<file path="src/rtl/vps_pkg.sv">
package vps_pkg;

  localparam int LFSR_W = 16;
  localparam int LANES  = 3;

  typedef struct packed {
    logic loadInit;
    logic accum;
    logic decide;
    logic publish;
  } ctrlStrobe_t;

  typedef enum logic [1:0] {
    DIR_HOLD = 2'b00,
    DIR_UP   = 2'b01,
    DIR_DOWN = 2'b10
  } dir_e;

  // x^16 + x^14 + x^13 + x^11 + 1, Fibonacci form
  function automatic logic [LFSR_W-1:0] lfsrNext(input logic [LFSR_W-1:0] cur);
    logic fb;
    fb = cur[15] ^ cur[13] ^ cur[12] ^ cur[10];
    return {cur[LFSR_W-2:0], fb};
  endfunction

endpackage

</file>
<file path="src/rtl/vps_lane.sv">
module vps_lane
  import vps_pkg::*;
#(
  parameter int RES_BITS = 8,
  parameter int CNT_W    = 9,
  parameter logic [LFSR_W-1:0] SEED = 16'hACE1
) (
  input  logic                clk,
  input  logic                rstN,
  input  ctrlStrobe_t         strb,
  input  logic [RES_BITS-1:0] baseVal,
  input  logic [CNT_W-1:0]    inCount,
  output dir_e                vote
);

  logic [LFSR_W-1:0] lfsrState;
  logic [CNT_W-1:0]  genCount;
  logic              genBit;

  // free-running source, never reaches the all-zero lock state
  always_ff @(posedge clk or negedge rstN) begin
    if (!rstN) lfsrState <= SEED;
    else       lfsrState <= lfsrNext(lfsrState);
  end

  assign genBit = (lfsrState[LFSR_W-1 -: RES_BITS] < baseVal);

  always_ff @(posedge clk or negedge rstN) begin
    if (!rstN) begin
      genCount <= '0;
    end else if (strb.loadInit || strb.decide) begin
      genCount <= '0;
    end else if (strb.accum) begin
      genCount <= genCount + CNT_W'(genBit);
    end
  end

  always_comb begin
    if (genCount < inCount)      vote = DIR_UP;
    else if (genCount > inCount) vote = DIR_DOWN;
    else                         vote = DIR_HOLD;
  end

endmodule

</file>
<file path="src/rtl/vps_datapath.sv">
module vps_datapath
  import vps_pkg::*;
#(
  parameter int RES_BITS = 8,
  parameter int WIN_LEN  = 256,
  parameter logic [LANES-1:0][LFSR_W-1:0] LANE_SEEDS = {16'hACE1, 16'h5A3C, 16'h1F0D}
) (
  input  logic                clk,
  input  logic                rstN,
  input  ctrlStrobe_t         strb,
  input  logic                streamBit,
  output logic [RES_BITS-1:0] estimate,
  output logic [RES_BITS-1:0] baseVal,
  output logic [RES_BITS-1:0] stepVal
);

  localparam int CNT_W = $clog2(WIN_LEN + 1);
  localparam logic [RES_BITS-1:0] BASE_INIT = RES_BITS'(1) << (RES_BITS - 1);
  localparam logic [RES_BITS-1:0] STEP_INIT = RES_BITS'(1) << (RES_BITS - 2);
  localparam logic [RES_BITS-1:0] BASE_MAX  = '1;

  logic [CNT_W-1:0]    inCount;
  logic [RES_BITS-1:0] baseReg, stepReg, nextBase;
  dir_e                laneVote [LANES];
  logic [1:0]          upVotes, downVotes;
  logic [RES_BITS:0]   upSum;

  always_ff @(posedge clk or negedge rstN) begin
    if (!rstN) begin
      inCount <= '0;
    end else if (strb.loadInit || strb.decide) begin
      inCount <= '0;
    end else if (strb.accum) begin
      inCount <= inCount + CNT_W'(streamBit);
    end
  end

  for (genvar g = 0; g < LANES; g++) begin : g_lane
    vps_lane #(
      .RES_BITS(RES_BITS),
      .CNT_W   (CNT_W),
      .SEED    (LANE_SEEDS[g])
    ) u_lane (
      .clk     (clk),
      .rstN    (rstN),
      .strb    (strb),
      .baseVal (baseReg),
      .inCount (inCount),
      .vote    (laneVote[g])
    );
  end

  always_comb begin
    upVotes   = '0;
    downVotes = '0;
    for (int i = 0; i < LANES; i++) begin
      upVotes   = upVotes   + 2'((laneVote[i] == DIR_UP)   ? 1 : 0);
      downVotes = downVotes + 2'((laneVote[i] == DIR_DOWN) ? 1 : 0);
    end
  end

  assign upSum = {1'b0, baseReg} + {1'b0, stepReg};

  always_comb begin
    nextBase = baseReg;
    if (upVotes >= 2'd2) begin
      nextBase = upSum[RES_BITS] ? BASE_MAX : upSum[RES_BITS-1:0];
    end else if (downVotes >= 2'd2) begin
      nextBase = (baseReg < stepReg) ? '0 : (baseReg - stepReg);
    end
  end

  always_ff @(posedge clk or negedge rstN) begin
    if (!rstN) begin
      baseReg <= '0;
      stepReg <= '0;
    end else if (strb.loadInit) begin
      baseReg <= BASE_INIT;
      stepReg <= STEP_INIT;
    end else if (strb.decide) begin
      baseReg <= nextBase;
      stepReg <= stepReg >> 1;
    end
  end

  always_ff @(posedge clk or negedge rstN) begin
    if (!rstN)             estimate <= '0;
    else if (strb.publish) estimate <= nextBase;
  end

  assign baseVal = baseReg;
  assign stepVal = stepReg;

endmodule

</file>
<file path="src/rtl/vps_control.sv">
module vps_control
  import vps_pkg::*;
#(
  parameter int RES_BITS = 8,
  parameter int WIN_LEN  = 256
) (
  input  logic        clk,
  input  logic        rstN,
  input  logic        startReq,
  output ctrlStrobe_t strb,
  output logic        estDone
);

  localparam int STEPS  = RES_BITS - 1;
  localparam int WIN_W  = (WIN_LEN > 1) ? $clog2(WIN_LEN) : 1;
  localparam int STEP_W = $clog2(STEPS + 1);
  localparam logic [WIN_W-1:0]  WIN_LAST  = WIN_W'(WIN_LEN - 1);
  localparam logic [STEP_W-1:0] STEP_LAST = STEP_W'(STEPS - 1);

  typedef enum logic [1:0] {ST_IDLE, ST_OBSERVE, ST_DECIDE} state_e;

  state_e            state;
  logic [WIN_W-1:0]  winCnt;
  logic [STEP_W-1:0] stepIdx;
  logic              lastStep;

  assign lastStep = (stepIdx == STEP_LAST);

  always_comb begin
    strb          = '0;
    strb.loadInit = (state == ST_IDLE) && startReq;
    strb.accum    = (state == ST_OBSERVE);
    strb.decide   = (state == ST_DECIDE);
    strb.publish  = (state == ST_DECIDE) && lastStep;
  end

  always_ff @(posedge clk or negedge rstN) begin
    if (!rstN) begin
      state   <= ST_IDLE;
      winCnt  <= '0;
      stepIdx <= '0;
      estDone <= 1'b0;
    end else begin
      estDone <= strb.publish;
      unique case (state)
        ST_IDLE: begin
          if (startReq) begin
            state   <= ST_OBSERVE;
            winCnt  <= '0;
            stepIdx <= '0;
          end
        end
        ST_OBSERVE: begin
          if (winCnt == WIN_LAST) state <= ST_DECIDE;
          else                    winCnt <= winCnt + 1'b1;
        end
        ST_DECIDE: begin
          winCnt <= '0;
          if (lastStep) begin
            state <= ST_IDLE;
          end else begin
            stepIdx <= stepIdx + 1'b1;
            state   <= ST_OBSERVE;
          end
        end
        default: state <= ST_IDLE;
      endcase
    end
  end

endmodule

</file>
<file path="src/rtl/vote_prob_search.sv">
module vote_prob_search
  import vps_pkg::*;
#(
  parameter int RES_BITS = 8,
  parameter int WIN_LEN  = 256,
  parameter logic [LANES-1:0][LFSR_W-1:0] LANE_SEEDS = {16'hACE1, 16'h5A3C, 16'h1F0D}
) (
  input  logic                clk,
  input  logic                rstN,
  input  logic                startReq,
  input  logic                streamBit,
  output logic [RES_BITS-1:0] estimate,
  output logic                estDone
);

  ctrlStrobe_t         strb;
  logic [RES_BITS-1:0] baseVal;
  logic [RES_BITS-1:0] stepVal;

  vps_control #(
    .RES_BITS(RES_BITS),
    .WIN_LEN (WIN_LEN)
  ) u_ctrl (
    .clk      (clk),
    .rstN     (rstN),
    .startReq (startReq),
    .strb     (strb),
    .estDone  (estDone)
  );

  vps_datapath #(
    .RES_BITS  (RES_BITS),
    .WIN_LEN   (WIN_LEN),
    .LANE_SEEDS(LANE_SEEDS)
  ) u_dp (
    .clk      (clk),
    .rstN     (rstN),
    .strb     (strb),
    .streamBit(streamBit),
    .estimate (estimate),
    .baseVal  (baseVal),
    .stepVal  (stepVal)
  );

endmodule

</file>
<file path="config.mk">
export PLATFORM = sky130hd
export DESIGN_NAME = vote_prob_search
export DESIGN_NICKNAME = d
export VERILOG_FILES = /design/src/rtl/vps_pkg.sv /design/src/rtl/vps_lane.sv /design/src/rtl/vps_datapath.sv /design/src/rtl/vps_control.sv /design/src/rtl/vote_prob_search.sv
export SDC_FILE = /design/constraint.sdc
export NUM_CORES = 1
export LEC_CHECK = 0
export ABC_CLOCK_PERIOD_IN_PS = 3200
export BUFFER_PORTS_ARGS = -buffer_cell sky130_fd_sc_hd__buf_2
export CORE_MARGIN = 4
export CORE_UTILIZATION = 50
export DETAILED_ROUTE_END_ITERATION = 8
export GPL_ROUTABILITY_DRIVEN = 0
export MAX_ROUTING_LAYER = met4
export PLACE_DENSITY = 0.65
export SLEW_MARGIN = 20
export SYNTH_ARGS = -nofsm -noshare
export SYNTH_HDL_FRONTEND = slang
export SYNTH_SLANG_ARGS = --single-unit
</file>
<file path="constraint.sdc">
create_clock -name clk -period 3.2 [get_ports clk]
set_input_delay 0.96 -clock clk [delete_from_list [all_inputs] [get_ports clk]]
set_output_delay 0.96 -clock clk [all_outputs]
set_load 0.01 [all_outputs]
</file>
# Word-level counts from Yosys, hierarchy flattened
# Cells that the tools add are included.
# classes
n_addsub	12
magnitude_cmp	12
eq_ne	14
muxes	38
bitwise	9
n_reduce_logical	11
# ops
operator	count
$mux 8	10
$mux 9	8
$add 9x1->9	4
$lt 8x8->1	4
$gt 9x9->1	3
$lt 9x9->1	3
$pmux 8 s3	1
$mux 2	8
$add 8x8->9	1
$xor 1x1->1	9
$add 2x2->2	4
$add 8x1->8 const B	1
$eq 2x1->1 const B	4
$eq 2x2->1 const B	4
$eq 8x8->1 const B	1
$sub 8x8->8	1
$mux 1	7
$mux 3	2
$ne 2x2->1 const B	3
$pmux 2 s3	1
$pmux 3 s2	1
$reduce_and 3->1	2
$reduce_bool 2->1	3
$ge 2x2->1 const B	2
8 further kinds	9
# word_totals
register_bits	122
input_bits	4
out_inout_bits	9

# Longest topological paths before layout
# depth
depth_word	12
mapped_depth	16
mapped_depth_nobuf	15

# Cells and area by module
# From an unflattened synthesis, not the netlist that was laid out.
# hier_totals
hier_cells	693
area_unflattened_um2	6954.2
# by_module_without_submodules
module	instances	cells_each	area_per_inst_um2	seq_area_each_um2
vps_lane	3	117	1266.2	635.6
vps_datapath	1	258	2319.7	800.8
vps_control	1	84	835.8	350.3

# Worst setup path before layout
# No wires, ideal clock.
# synth_path
kind	reg2reg
startpoint	register u_dp.inCount[1]
endpoint	register u_dp.baseReg[0], in the netlist u_dp.baseVal[0]
setup_time_ns	0.122
arrival_time_ns	3.002
slack_ns	0.077
path_stages_with_launch	16
path_cell_list	dfrtp_1 inv_1 ha_1 nor2b_1 o21a_1 o21a_1 o21a_1 o21a_1 o2111ai_1 and3_1 ha_1 o211ai_1 nor2_1 a211oi_1 o31ai_1 a32o_1
# synth_between
elab_chain_cells	12
word_cells_on_any_way	34
cone_classes	4 x add/sub; 8 x order compare; 6 x eq/ne; 16 x mux
# synth_rtl
element	line	text
from (decl)	vps_datapath.sv:22	logic [CNT_W-1:0] inCount;
from (signal assigned)	vps_datapath.sv:34	inCount <= inCount + CNT_W'(streamBit);
$gt 9x9->1	vps_lane.sv:40	else if (genCount > inCount) vote = DIR_DOWN;
$mux 2	vps_lane.sv:40	
$mux 2	vps_lane.sv:39	if (genCount < inCount) vote = DIR_UP;
$eq 2x2->1	vps_datapath.sv:58	downVotes = downVotes + 2'((laneVote[i] == DIR_DOWN) ? 1 : 0);
$mux 1	vps_datapath.sv:58	
$add 2x2->2 (2 in a row)	vps_datapath.sv:58	
$ge 2x2->1	vps_datapath.sv:68	end else if (downVotes >= 2'd2) begin
$mux 8	vps_datapath.sv:68	
$mux 8 *	vps_datapath.sv:66	if (upVotes >= 2'd2) begin
$mux 8 *	vps_datapath.sv:80	end else if (strb.decide) begin
$mux 8 *	vps_datapath.sv:77	end else if (strb.loadInit) begin
to (signal assigned)	vps_datapath.sv:81	baseReg <= nextBase;
to (decl)	vps_datapath.sv:23	logic [RES_BITS-1:0] baseReg, stepReg, nextBase;
# Every way passes the cells marked *; elsewhere a longest branch is shown, timed or not. The select of a mux whose other input is x is not followed.
# A chain may end at the register's enable or synchronous reset.

# Worst setup path in the final report
# layout_path
startpoint	register u_dp.inCount[1]
endpoint	register u_dp.baseReg[6], in the netlist u_dp.baseVal[6]
# The elaborated chain is that of the path after synthesis.

==> impl_metrics.toml <==
[power]
leakage_uw = 0.00354
ir_drop_mv = 0.525
p_per_area_mw_per_mm2 = 804

[synthesis]
synth_ff_type = "dfrtp_1"
synth_seq_cells = 121
synth.top_cell.area_share = 0.371
synth.avg_cell_area_um2 = 10.3
yosys.area.top_type = "dfrtp_1"
ys_warn_count = 0
yosys.cell_types.count = 59
synth_fp_nets = 713
synth_area_leaders = "dfrtp_1, ha_1, dfstp_2, nor2_1, nand2_1"
ys_seq_area_frac = 0.468
syn_inst = 632
synth-edff-count = 0
syn_area_mm2 = 0.00654
ys_async_sr_fraction = 1.00

[finish]
nets = 756
drive_above_1_share = 0.182
diodes = 0
area_delta_synth_final_pct = 17.4

[floorplan]
start_util = 0.514
die_w_um = 122
dieArea_mm2 = 0.0150
fp.coreArea_mm2 = 0.0127
rows = 41
ios = 13
chipHeight_um = 122

[run_status]
violations = "setup timing"
status = "finished with violations"

[clock_network]
cts-buffers-inserted = 17
clk_latency_ns = 0.42
clock-root-buffer = "clkbuf_16"
clockBufferDepth = 2
clk_pin_slew_worst_paths_ns = 0.06
cts_tree = "yes"
htree_levels = 4
cts.sinks = 121

[global_route]
antenna_found_initial = 0
grt_max_degree = 59
grt_pass1_wl_um = 24500
grt_pass1_vias = 4976
grt.total_usage = 0.218
overflow = 0

[timing]
finalCriticalPeriod_ns = 3.24
relSlewSlack = 0.442
final.setup.tns_ns = -0.137
whs_ns = 0.345
max_clock_freq_mhz = 308
finalHoldViolations = 0
rsz0062_at_grt = "true"
finClkSkew_ns = 0.00747
worst_pin_slew_ns = 0.827
drv_slew = 0
layout_setup_ws_ns = -0.0441
setup_viol = 5
period_share = 1.01

[placement]
port_buffers = 12
hpwlAfterDp_um = 10300
dp_slack_ns = -0.0365

[detailed_routing]
drt_iter0_drc = 358
dr.pass1.iters = 5
antenna_left = 0
drc_errors = 0
wl_um = 14500
wl_per_cell_um = 16.9
vias = 4799
drt-vias-per-instance = 5.58

[critical_path]
worstPathRequired_ns = 3.51
ff2ff_setup_slack_ns = -0.04
critical_path_arrival_ns = 3.55
worst_setup_path_start_kind = "flip-flop"
crit_type = "flip-flop to flip-flop"
crit_fanout = 5
crit_path_end_kind = "flip-flop"

[flow_run]
maxCapViolCount = 0

[min_path]
holdCritPathClass = "flip-flop to flip-flop"
cell type report:
cell class,count,area (µm²)
clock buffers,18,429
clock inverters,14,165
fillers,1096,5050
inverters,37,139
multi-input cells,455,3350
flip-flops and latches,121,3060
well taps,172,215
repair buffers,43,315
final timing paths:
check | startpoint | cells past startpoint | to
max in group asynchronous | rstN | 2 | u_dp.g_lane[0].u_lane.lfsrState[8]
min reg2reg | u_dp.g_lane[1].u_lane.lfsrState[6] | 0 | u_dp.g_lane[1].u_lane.lfsrState[7]
min | u_dp.g_lane[1].u_lane.lfsrState[6] | 0 | u_dp.g_lane[1].u_lane.lfsrState[7]
min in group asynchronous | rstN | 1 | u_dp.stepVal[3]
max | u_dp.inCount[1] | 15 | u_dp.baseVal[6]
max reg2reg | u_dp.inCount[1] | 15 | u_dp.baseVal[6]
layer usage:
metal | routed length, µm | GRT usage
met1 | 6490 | 0.271
met2 | 7070 | 0.347
met5 | 0 | -
met4 | 322 | 0.0889
met3 | 624 | 0.0465
registers in the layout, summed over array words and instances (netlist names):
| name | cells |
|---|---|
| u_ctrl.estDone | 1 |
| u_ctrl.state | 2 |
| u_ctrl.winCnt | 8 |
| u_dp.estimate | 8 |
| u_dp.stepVal | 7 |
| u_dp.g_lane.u_lane.lfsrState | 48 |
| u_dp.inCount | 9 |
| u_dp.g_lane.u_lane.genCount | 27 |
| u_dp.baseVal | 8 |
| u_ctrl.stepIdx | 3 |
synthesized netlist by cell type (8+ instances only):
cell type / count
inv_1: 37
o21ai_0: 23
nand3_1: 13
ha_1: 75
nor2b_1: 12
a21o_1: 9
and3_1: 11
nand4_1: 12
xnor2_1: 19
o21a_1: 8
dfrtp_1: 97
o22ai_1: 8
a21oi_1: 24
nor3_1: 11
o31ai_1: 8
clkbuf_1: 14
nand2_1: 60
dfstp_2: 24
xor2_1: 25
nor2_1: 61
cells by family after synthesis:
family | after synthesis | share of synthesized area
xor+xnor | 44 | 0.0590
buf+inv | 56 | 0.0333
fa+ha+maj | 77 | 0.150
flops | 121 | 0.468
simple gates | 200 | 0.142
compound gates | 134 | 0.148
where the power goes:
group	total, µW	internal [µW]	switching [µW]
registers	1880	1700	180
logic	2370	1080	1290
clock network	1910	1170	745
per-stage QoR:
stage	power [µW]	util	std cells	cell area (µm²)
6_report	6160	0.603	860	7670
5_1_grt	6560	0.603	860	7670
4_1_cts	5900	0.594	855	7550
3_5_place_dp	3920	0.545	822	6940
3_3_place_gp	3830	0.545	822	6940
2_1_floorplan	3280	-	632	6540
placed cells by master (no fill, tap or decap), drive strengths merged, types with 12 or more instances in the layout:
cell / n
dfrtp: 97
ha: 75
nor2: 61
nand2: 60
buf: 43
inv: 42
xor2: 25
a21oi: 25
dfstp: 24
o21ai: 24
xnor2: 19
clkbuf: 18
nand3: 13
nand4: 12
nor2b: 12
worst max-delay path: stages (launching register included):
cell and delay, ns:
dfrtp_1 0.38, inv_2 0.10, ha_4 0.21, nor2b_4 0.12
o21a_1 0.17, o21a_1 0.16, o21a_1 0.17, o21a_1 0.18
o2111ai_2 0.19, and3_1 0.20, ha_1 0.23, o211ai_1 0.15
buf_4 0.20, o22ai_1 0.06, a221o_2 0.36, a32o_1 0.24
timing repair:
| item | CTS | global route |
|---|---|---|
| gates resized for setup | 3 | 18 |
| pin swaps | 4 | 17 |
| gates cloned | 0 | 1 |
| hold buffers | 0 | 0 |
| endpoints found under the setup margin | 14 | 16 |
| endpoints found under the hold margin | 0 | 0 |
| buffers inserted | 1 | 4 |
(Power assumes the default switching activity.)
